File: config.mk
export PLATFORM = sky130hd
export DESIGN_NAME = dbgsel_top
export DESIGN_NICKNAME = d
export VERILOG_FILES = /design/src/rtl/dbgsel_pkg.sv /design/src/rtl/dbgsel_shifter.sv /design/src/rtl/dbgsel_decoder.sv /design/src/rtl/dbgsel_cpuctl.sv /design/src/rtl/dbgsel_top.sv
export SDC_FILE = /design/constraint.sdc
export NUM_CORES = 1
export LEC_CHECK = 0
export BUFFER_PORTS_ARGS = -buffer_cell sky130_fd_sc_hd__buf_2
export CORE_MARGIN = 1
export CORE_UTILIZATION = 50
export CTS_BUF_LIST = sky130_fd_sc_hd__clkbuf_8
export DETAILED_ROUTE_END_ITERATION = 7
export PLACE_DENSITY = 0.84
export SLEW_MARGIN = 25
export SYNTH_ARGS = -nofsm -noshare
export SYNTH_HDL_FRONTEND = slang
export SYNTH_HIERARCHICAL = 1
export SYNTH_SLANG_ARGS = --single-unit
File: constraint.sdc
create_clock -name clk -period 4.35 [get_ports clk]
set_clock_uncertainty 0.15 [all_clocks]
set_input_delay 0.6525 -clock clk [delete_from_list [all_inputs] [get_ports clk]]
set_output_delay 0.6525 -clock clk [all_outputs]
set_load 0.1 [all_outputs]
File: src/rtl/dbgsel_pkg.sv
// Shared constants, opcodes and the decoded-command type for the debug
// module selector. Assumes a fixed command layout of flag+opcode+index+data.
package dbgsel_pkg;
    localparam int ID_W   = 2;
    localparam int NUM_MOD = 1 << ID_W;
    localparam int OP_W   = 4;
    localparam int IDX_W  = 1;
    localparam int CTRL_W = 2;
    localparam int SR_W   = 1 + OP_W + IDX_W + CTRL_W;

    typedef enum logic [OP_W-1:0] {
        OP_NOP     = 4'h0,
        OP_REG_WR  = 4'h9,
        OP_REG_SEL = 4'hD
    } op_e;

    typedef struct packed {
        logic              is_sel;
        logic [ID_W-1:0]   mod_id;
        logic [OP_W-1:0]   op;
        logic [IDX_W-1:0]  idx;
        logic [CTRL_W-1:0] wdata;
    } cmd_t;
endpackage

File: src/rtl/dbgsel_shifter.sv
// Scan register: parallel load at capture, right shift with tdi entering at
// the MSB. Assumes the TAP never needs both loads; capture has priority.
module dbgsel_shifter #(
    parameter int W = 8
) (
    input  logic         clk,
    input  logic         rst_n,
    input  logic         capture_en,
    input  logic         shift_en,
    input  logic         tdi,
    input  logic [W-1:0] cap_val,
    output logic [W-1:0] sr_q,
    output logic         tdo
);
    // Load or shift the scan register.
    always_ff @(posedge clk) begin
        if (!rst_n)          sr_q <= '0;
        else if (capture_en) sr_q <= cap_val;
        else if (shift_en)   sr_q <= {tdi, sr_q[W-1:1]};
    end

    // Serial output is always the low bit.
    assign tdo = sr_q[0];
endmodule

File: src/rtl/dbgsel_decoder.sv
// Splits the scan register into command fields, counted down from the MSB
// (the last bit shifted). Assumes W matches the package layout.
module dbgsel_decoder
    import dbgsel_pkg::*;
#(
    parameter int W = SR_W
) (
    input  logic [W-1:0] sr,
    output cmd_t         cmd
);
    localparam int OP_HI  = W - 2;
    localparam int IDX_HI = OP_HI - OP_W;
    localparam int DAT_HI = IDX_HI - IDX_W;

    // Pure field extraction, no state.
    always_comb begin
        cmd.is_sel = sr[W-1];
        cmd.mod_id = sr[OP_HI -: ID_W];
        cmd.op     = sr[OP_HI -: OP_W];
        cmd.idx    = sr[IDX_HI -: IDX_W];
        cmd.wdata  = sr[DAT_HI -: CTRL_W];
    end
endmodule

File: src/rtl/dbgsel_cpuctl.sv
// CPU sub-module register file: a register-index pointer and the control
// register (bit0 stall, bit1 reset). Acts only on strobes the top has
// already qualified as addressed to this sub-module.
module dbgsel_cpuctl
    import dbgsel_pkg::*;
(
    input  logic              clk,
    input  logic              rst_n,
    input  logic              cmd_stb,
    input  logic [OP_W-1:0]   op,
    input  logic [IDX_W-1:0]  idx,
    input  logic [CTRL_W-1:0] wdata,
    output logic [CTRL_W-1:0] ctrl_q,
    output logic [CTRL_W-1:0] rd_val
);
    logic [IDX_W-1:0] ptr_q;

    // Register-select opcode moves the index pointer.
    always_ff @(posedge clk) begin
        if (!rst_n)                            ptr_q <= '0;
        else if (cmd_stb && op == OP_REG_SEL)  ptr_q <= idx;
    end

    // Register-write opcode updates the control register at index 0 only.
    always_ff @(posedge clk) begin
        if (!rst_n)                                           ctrl_q <= '0;
        else if (cmd_stb && op == OP_REG_WR && ptr_q == '0)   ctrl_q <= wdata;
    end

    // Read path: only index 0 exists, other indices read as zero.
    assign rd_val = (ptr_q == '0) ? ctrl_q : '0;
endmodule

File: src/rtl/dbgsel_top.sv
// Top level of the debug unit: decodes each update-DR as module select or
// sub-module command, drives per-module enables and the CPU control lines.
// Assumes the TAP delivers capture/shift/update as single-cycle strobes.
module dbgsel_top
    import dbgsel_pkg::*;
#(
    parameter int CPU_ID = 1
) (
    input  logic              clk,
    input  logic              rst_n,
    input  logic              capture_en,
    input  logic              shift_en,
    input  logic              update_en,
    input  logic              tdi,
    output logic              tdo,
    output logic [ID_W-1:0]   active_mod,
    output logic [NUM_MOD-1:0] mod_en,
    output logic              cpu_stall,
    output logic              cpu_reset
);
    logic [SR_W-1:0]   sr_q;
    logic [SR_W-1:0]   cap_val;
    cmd_t              cmd;
    logic              valid_q;
    logic [ID_W-1:0]   active_q;
    logic              cpu_stb;
    logic [CTRL_W-1:0] ctrl_q;
    logic [CTRL_W-1:0] rd_val;
    logic              cpu_active;

    dbgsel_shifter #(.W(SR_W)) u_shift (
        .clk(clk), .rst_n(rst_n), .capture_en(capture_en), .shift_en(shift_en),
        .tdi(tdi), .cap_val(cap_val), .sr_q(sr_q), .tdo(tdo)
    );

    dbgsel_decoder #(.W(SR_W)) u_dec (.sr(sr_q), .cmd(cmd));

    // Latch the active module on a select command.
    always_ff @(posedge clk) begin
        if (!rst_n) begin
            valid_q  <= 1'b0;
            active_q <= '0;
        end else if (update_en && cmd.is_sel) begin
            valid_q  <= 1'b1;
            active_q <= cmd.mod_id;
        end
    end

    // CPU sub-module is addressed when it is the selected module.
    assign cpu_active = valid_q && (active_q == ID_W'(CPU_ID));
    assign cpu_stb    = update_en && !cmd.is_sel && cpu_active;

    dbgsel_cpuctl u_cpu (
        .clk(clk), .rst_n(rst_n), .cmd_stb(cpu_stb), .op(cmd.op),
        .idx(cmd.idx), .wdata(cmd.wdata), .ctrl_q(ctrl_q), .rd_val(rd_val)
    );

    // Capture source: CPU register value in the low bits, zero otherwise.
    assign cap_val = cpu_active ? {{(SR_W-CTRL_W){1'b0}}, rd_val} : '0;

    // One enable per sub-module.
    for (genvar g = 0; g < NUM_MOD; g++) begin : g_en
        assign mod_en[g] = valid_q && (active_q == ID_W'(g));
    end

    assign active_mod = active_q;
    assign cpu_stall  = ctrl_q[0];
    assign cpu_reset  = ctrl_q[1];
endmodule

---- Word-level counts from Yosys, hierarchy flattened ----
Index checks and enable logic that the tools add are counted.
word-level totals
  register bits after elaboration ......... 14
  input port bits ......................... 6
  output and inout bits ................... 9
  logic and storage cells ................. 28
cells by class
  equal/unequal tests ..................... 5
  mux-type cells .......................... 4
  bitwise logic cells ..................... 1
  reduce and logical (&&, ||, !) cells .... 13
operators by type and width
  operator                                              count
  two-way mux 8 bit                                     2
  logical AND 1 bit                                     10
  equality test 4 bit (second input constant)           2
  equality test 2 bit (second input constant)           2
  two-way mux 2 bit                                     2
  equality test 2 x 1 -> 1 bit (second input constant)  1
  zero test 2 bit                                       1
  nonzero test 2 bit                                    1
  zero test 1 bit                                       1
  inverter 1 bit                                        1

---- Depth between registers and ports, before layout ----
Gate-level depths: netlist (run 1).
  depth in word-level cells ............... 5
  gate-level depth with buffers ........... 5
  mapped depth without buffers ............ 5

---- Cells and area by module ----
The synthesis (run 1) kept the hierarchy.
modules (own cells, without submodules)
  module          times used  cells an instance  area each (µm²)  sequential area each (µm²)
  dbgsel_shifter  1           36                 447.9            160.2
  dbgsel_cpuctl   1           18                 172.7            60.1
  dbgsel_top      1           21                 167.7            60.1
  dbgsel_decoder  1           10                 75.1             0.0

---- Worst setup path after synthesis (run 1) ----
Ideal clock, no wire load.
  kind .................................... reg-to-output
  start ................................... register active_q[0], in the netlist active_mod[0]
  end ..................................... output port mod_en[0]
  arrival time ............................ 3031 ps
  data required time ...................... 3547 ps
  path slack .............................. 516 ps
  cell stages (with the launch flop) ...... 2
  buffers on the path ..................... 0
  path through ............................ dfxtp_1 > nor3b_1
between the ends
  cells in the longest elaborated chain, start to end .. 2
ends and longest elaborated chain
  what                    line              RTL
  start, declared         dbgsel_top.sv:25  logic [ID_W-1:0] active_q;
  start signal, assigned  dbgsel_top.sv:45  active_q <= cmd.mod_id;
  zero test 2 bit         dbgsel_top.sv:63  assign mod_en[g] = valid_q && (active_q == ID_W'(g));
  logical AND 1 bit       dbgsel_top.sv:63
  end, declared           dbgsel_top.sv:17  output logic [NUM_MOD-1:0] mod_en,
No other way between the ends.

---- Final worst setup path (run 1) ----
  start ................................... register valid_q
  end ..................................... output port mod_en[0]
between the ends
  cells in the longest elaborated chain, start to end .. 1
ends and longest elaborated chain
  what                    line              RTL
  start, declared         dbgsel_top.sv:24  logic valid_q;
  start signal, assigned  dbgsel_top.sv:41  valid_q <= 1'b0;
  start signal, assigned  dbgsel_top.sv:44  valid_q <= 1'b1;
  logical AND 1 bit       dbgsel_top.sv:63
No other way between the ends.

==> results of run 1 <==
layer usage:
| layer | vias to the layer above | track usage | wire [um] |
|---|---|---|---|
| li1 | 292 | - | - |
| met5 | - | 0 | 0 |
| met2 | 16 | 0.254 | 604 |
| met1 | 268 | 0.214 | 627 |
| met3 | 4 | 0.0375 | 54 |
| met4 | 0 | 0.156 | 50 |
power breakdown:
part	leakage (nW)	internal, mW	switching (mW)
sequential	0.115	0.135	0.00724
combinational	0.373	0.0198	0.0244
clock	0.0216	0.0612	0.0426
total	0.510	0.216	0.0742
cell usage after synthesis (all sizes together):
cell type	number	area, sq um
nand4	2	12.5
nor2b	2	12.5
dfxtp	14	280
o21ai	2	10.0
o21a	1	7.51
and3b	2	17.5
nand4b	1	23.8
o211a	8	80.1
nand2	9	33.8
mux2i	3	30.0
nor2	2	7.51
buf	15	110
inv	1	3.75
conb	1	3.75
mux2	8	120
and3	1	7.51
and2	3	18.8
nor3	1	16.3
or2b	8	60.1
nor3b	1	7.51
flip-flops by register name, summed over array words and instances (netlist names):
| signal | flops |
|---|---|
| u_shift/sr_q | 8 |
| active_mod | 2 |
| u_cpu/ptr_q | 1 |
| u_cpu/ctrl_q | 2 |
| valid_q | 1 |
path summary, 6_finish.rpt:
kind	end	slack, ns	cells after the start	from
min reg2reg	u_cpu/ctrl_q[0]$_SDFFE_PN0P_	0.32	2	u_cpu/ctrl_q[0]$_SDFFE_PN0P_
min	u_cpu/ctrl_q[0]$_SDFFE_PN0P_	0.32	2	u_cpu/ctrl_q[0]$_SDFFE_PN0P_
max reg2reg	u_cpu/ctrl_q[0]$_SDFFE_PN0P_	2.80	5	active_mod[0]$_SDFFE_PN0P_
max	mod_en[0]	2.27	2	valid_q$_SDFFE_PN0P_
cell families (layout without fill, tap and decap cells):
kind of cell    Yosys count  count (layout)  share of synthesized area
compound gates           11              11                      0.113
buf+inv                  16              18                      0.132
flops                    14              14                      0.325
mux                      11              11                      0.174
other cells               1               6                    0.00434
simple gates             32              32                      0.252
worst reg2reg max path, stage by stage (launching register included):
cell and delay [ns]:
dfxtp_1 0.38, and3b_1 0.21, and3b_1 0.23, nand4b_4 0.13
nor3_4 0.18, mux2i_1 0.20
layout by cell type (no fill, tap or decap), types with 3 or more instances in the layout:
master | synthesis | layout
o211a_1 | 8 | 8
conb_1 | 1 | 6
dfxtp_1 | 14 | 14
mux2_4 | 8 | 8
or2b_1 | 8 | 8
clkbuf_8 | 0 | 3
mux2i_1 | 3 | 3
buf_2 | 1 | 14
and2_1 | 3 | 3
nand2_1 | 9 | 9
cell type report:
type,instances,area [sq um]
flip-flops and latches,14,280
repair buffers,14,70.1
well taps,16,20.0
multi-input cells,60,488
fillers,140,656
inverters,1,3.75
clock buffers,3,41.3
metrics by stage:
step / setup slack (ns) / utilization
2_1_floorplan: 0.516 / -
3_3_place_gp: 2.54 / 0.553
3_5_place_dp: 2.52 / 0.553
4_1_cts: 2.25 / 0.579
5_1_grt: 2.16 / 0.579
6_report: 2.27 / 0.579
==> reports/qor.csv, run 1 <==
stage,metric,value,unit
yosys,synthCells,85,
die,io_pins,15,
layout,fin_cells,108,
cts,cts_root_buf,clkbuf_8,
timing,fin_crit_sh,0.477,
die,initial_core_util,0.554,
timing,min_period,2.08,ns
timing,setup_viol,0,
setup_path,critical_path.slowest_cell,buf_2,
die,core-area,1560,sq um
setup_path,crit_fanout,5,
drt,vias,580,
setup_path,worstSetupEndpointType,primary output,
setup_path,required,3.55,ns
drt,wire_per_inst,12.4,um
placed_design,dp_cells,105,
setup_path,start_kind,flop,
yosys,ys_seq_area_frac,0.325,
cts,worstSkewPairLatency,0.24,ns
pwr,power.total,0.290,mW
yosys,syn_area_per_cell,10.2,sq um
yosys,synth_cell_types,23,
drt,first_iter_violations,7,
setup_path,arrival,1.27,ns
timing,fmax,481,MHz
cts,htreeDepth,1,
cts,hold_buffers,0,
layout,drive_above_1_share,0.304,
yosys,netlist_area,863,sq um
placed_design,place_area,862,sq um
cts,cts_tree,yes,
timing,hold_viol_final,0,
cts,numCtsBuffers,3,
die,num_rows,14,
setup_path,path_class,flop to primary output,
drt,ant_nets,0,
timing,fin_hold_ws,0.325,ns
layout,stdcell_area,903,sq um
global_route,grt_pass1_vias,521,
global_route,grt-ovfl-total,0,
drt,post-route-drc-count,4,
hold_path,hold_path.class,flop to flop,
drt,first_pass_iters,6,
global_route,grt_pass1_wl,2310,um
pwr,p_per_area,321,nW/um^2
timing,setup_tns,0,ns
timing,slew_viol_final,0,
die,die_y,43.6,um
cts,clock-sinks,14,
die,die-width,43.6,um
cts,clock_path_buffers,2,
placed_design,place.gp.congestion,0.718,
setup_path,cp_cell_sequence,nor3b_1 -> buf_2,
pwr,ir_drop,188,uV
cts,postCtsResizedCells,0,
timing,rsz0062_at_grt,false,
run_status,outcome,"complete, but fails checks",
layout,antenna_cells,0,
drt,routed_wl,1340,um
run_status,violations,DRC,
cts,clkSlewWorstSetupHoldPaths,0.05,ns
flow_run,maxCapViolCount,0,
yosys,yosys_warnings,6,
placed_design,io_buffers,14,
global_route,grt_usage,0.174,
placed_design,dp_hpwl,995,um
global_route,grt_max_degree,20,
drt,avgViaCountPerCell,5.37,
layout,nets,100,
setup_path,crit_path_max_incr_delay,0.46,ns
setup_path,crit_buf_inv,1,
global_route,antenna_found_initial,0,
pwr,p_leak,0.510,nW
die,dieArea,1900,sq um
setup_path,crit_family,buffers and inverters,
yosys,ys_ff_latch,14,
cts,cts_setup_buffers,0,
layout,area_growth_syn_to_layout,4.64,%
(Power assumes the default switching activity.)
==> run 2, diff against run 1 <==
==> constraint.sdc (replaced) <==
create_clock -name clk -period 2 [get_ports clk]
set_clock_uncertainty 0.15 [all_clocks]
set_input_delay 0.3 -clock clk [delete_from_list [all_inputs] [get_ports clk]]
set_output_delay 0.3 -clock clk [all_outputs]
set_load 0.1 [all_outputs]
==> reports/qor.csv, run 2 (same netlist as run 1, synthesis figures left out) <==
stage,metric,value,unit,change
run_status,outcome,"complete, but fails checks",,
run_status,violations,DRC,,
global_route,grt_pass1_vias,522,,+0.19%
drt,routed_wl,1350,um,+0.75%
layout,layout_commonest_cell,buf_2,,
die,die_y,43.6,um,unchanged
die,num_rows,14,,unchanged
timing,slew_viol_final,0,,unchanged
setup_path,crit_fanout,6,,+1
layout,final_cell_mix,"14 x buf_2, 12 x dfxtp_1, 9 x nand2_1",,
global_route,grt_max_degree,20,,unchanged
pwr,p_per_area,724,nW/um^2,+130%
drt,post-route-drc-count,4,,unchanged
timing,fin_crit_sh,0.877,,
placed_design,dp_hpwl,981,um,-1.4%
drt,ant_nets,0,,unchanged
setup_path,arrival,1.30,ns,+0.03 ns
pwr,p_leak,0.520,nW,+2.0%
layout,largest_reg_flops,8,,unchanged
setup_path,crit_path_max_incr_delay,0.43,ns,-0.03 ns
layout,area_growth_syn_to_layout,8.70,%,
setup_path,crit_family,buffers and inverters,,
timing,setup_tns,0,ns,unchanged
setup_path,cp_cell_sequence,and3b_1 -> buf_2,,
cts,htreeDepth,1,,unchanged
setup_path,critPathLaunch,active_mod[0]$_SDFFE_PN0P_,,
timing,setup_viol,0,,unchanged
setup_path,worstSetupEndpointType,primary output,,
global_route,grt_usage,0.174,,about the same
setup_path,required,1.55,ns,-2.00 ns
cts,cts_root_buf,clkbuf_8,,
placed_design,io_buffers,14,,unchanged
pwr,pwr-share-seq,0.456,,-0.033
cts,clock-sinks,14,,unchanged
layout,antenna_cells,0,,unchanged
cts,worstSkewPairLatency,0.25,ns,about the same
timing,fmax,570,MHz,
layout,drive_above_1_share,0.355,,+0.0505
pwr,ir_drop,510,uV,+170%
placed_design,place.gp.congestion,0.781,,+8.9%
drt,wire_per_inst,12.3,um,-0.18%
die,die-width,43.6,um,unchanged
cts,cts_tree,yes,,
pwr,internal-power,0.512,mW,+140%
cts,hold_buffers,0,,unchanged
setup_path,crit_buf_inv,1,,unchanged
layout,fin_cells,109,,+0.93%
drt,first_iter_violations,10,,+3
placed_design,dp_cells,105,,unchanged
hold_path,hold_path.class,input port to flop,,
setup_path,path_class,flop to primary output,,
global_route,grt-ovfl-total,0,,unchanged
hold_path,worstHoldStart,update_en,,
timing,rsz0062_at_grt,false,,
cts,clock_path_buffers,2,,unchanged
pwr,pwr-share-clk,0.402,,+0.044
cts,clkSlewWorstSetupHoldPaths,0.06,ns,about the same
global_route,grt_pass1_wl,2360,um,+2.1%
pwr,p_sw_frac,0.247,,-0.00877
timing,hold_viol_final,0,,unchanged
drt,first_pass_iters,6,,unchanged
pwr,power.total,0.680,mW,+130%
cts,cts_setup_buffers,0,,unchanged
die,dieArea,1900,sq um,unchanged
pwr,p_sw,0.168,mW,+130%
setup_path,critical_path.slowest_cell,buf_2,,
layout,nets,100,,unchanged
die,core-area,1560,sq um,unchanged
flow_run,maxCapViolCount,0,,unchanged
cts,postCtsResizedCells,0,,unchanged
cts,numCtsBuffers,3,,unchanged
pwr,p_comb_frac,0.142,,-0.010
die,io_pins,15,,unchanged
layout,regMostFlops,u_shift/sr_q,,
setup_path,r2r-start,active_mod[0]$_SDFFE_PN0P_,,
global_route,antenna_found_initial,0,,unchanged
timing,min_period,1.75,ns,
die,initial_core_util,0.554,,unchanged
drt,avgViaCountPerCell,5.16,,-4.0%
drt,vias,562,,-3.1%
setup_path,start_kind,flop,,
## run 2: metal layers
metal	up-vias	GRT usage	part of all wire	routed length [um]
li1	294	-	-	-
met3	5	0.0750	0.048	65
met2	13	0.266	0.45	609
met4	0	0.0750	0.016	21
met1	250	0.213	0.48	650
met5	-	0	0	0
## run 2: through the flow
step	hold WS, ns	instance area [sq um]	worst slack, ns	utilization
floorplan	0.268	903	0.127	-
global route	0.210	938	0.182	0.602
global placement	0.309	883	0.499	0.567
detailed placement	0.317	883	0.457	0.567
CTS	0.188	938	0.229	0.602
finish	0.192	938	0.246	0.602
## run 2: layout make-up
type                            count  area (sq um)
Fill cell                         140           621
Multi-Input combinational cell     60           507
Sequential cell                    14           283
Timing Repair Buffer               14          70.1
Clock buffer                        4          55.1
Tap cell                           16          20.0
Inverter                            1          3.75
## run 2: power by group through the flow
stage                     registers, mW  logic (mW)  clock network (mW)
after global routing              0.312       0.104               0.295
after detailed placement          0.316      0.0964                   0
after CTS                         0.310      0.0971               0.282
final                             0.310      0.0967               0.273
after floorplan                   0.323      0.0909                   0
after global placement            0.315      0.0951                   0
## run 2: tightest hold or removal path: stages
cell,delay (ns)
buf_2,0.11
nand4_1,0.08
o21ai_0,0.07
## run 2: worst paths after layout
check	slack (ns)	depth (start not counted)	end
worst max-delay path	0.25	2	mod_en[1]
worst min-delay path	0.19	3	active_mod[1]$_SDFFE_PN0P_
worst max register to register	0.44	5	u_cpu/ctrl_q[0]$_SDFFE_PN0P_
worst min register to register	0.33	2	u_cpu/ctrl_q[0]$_SDFFE_PN0P_
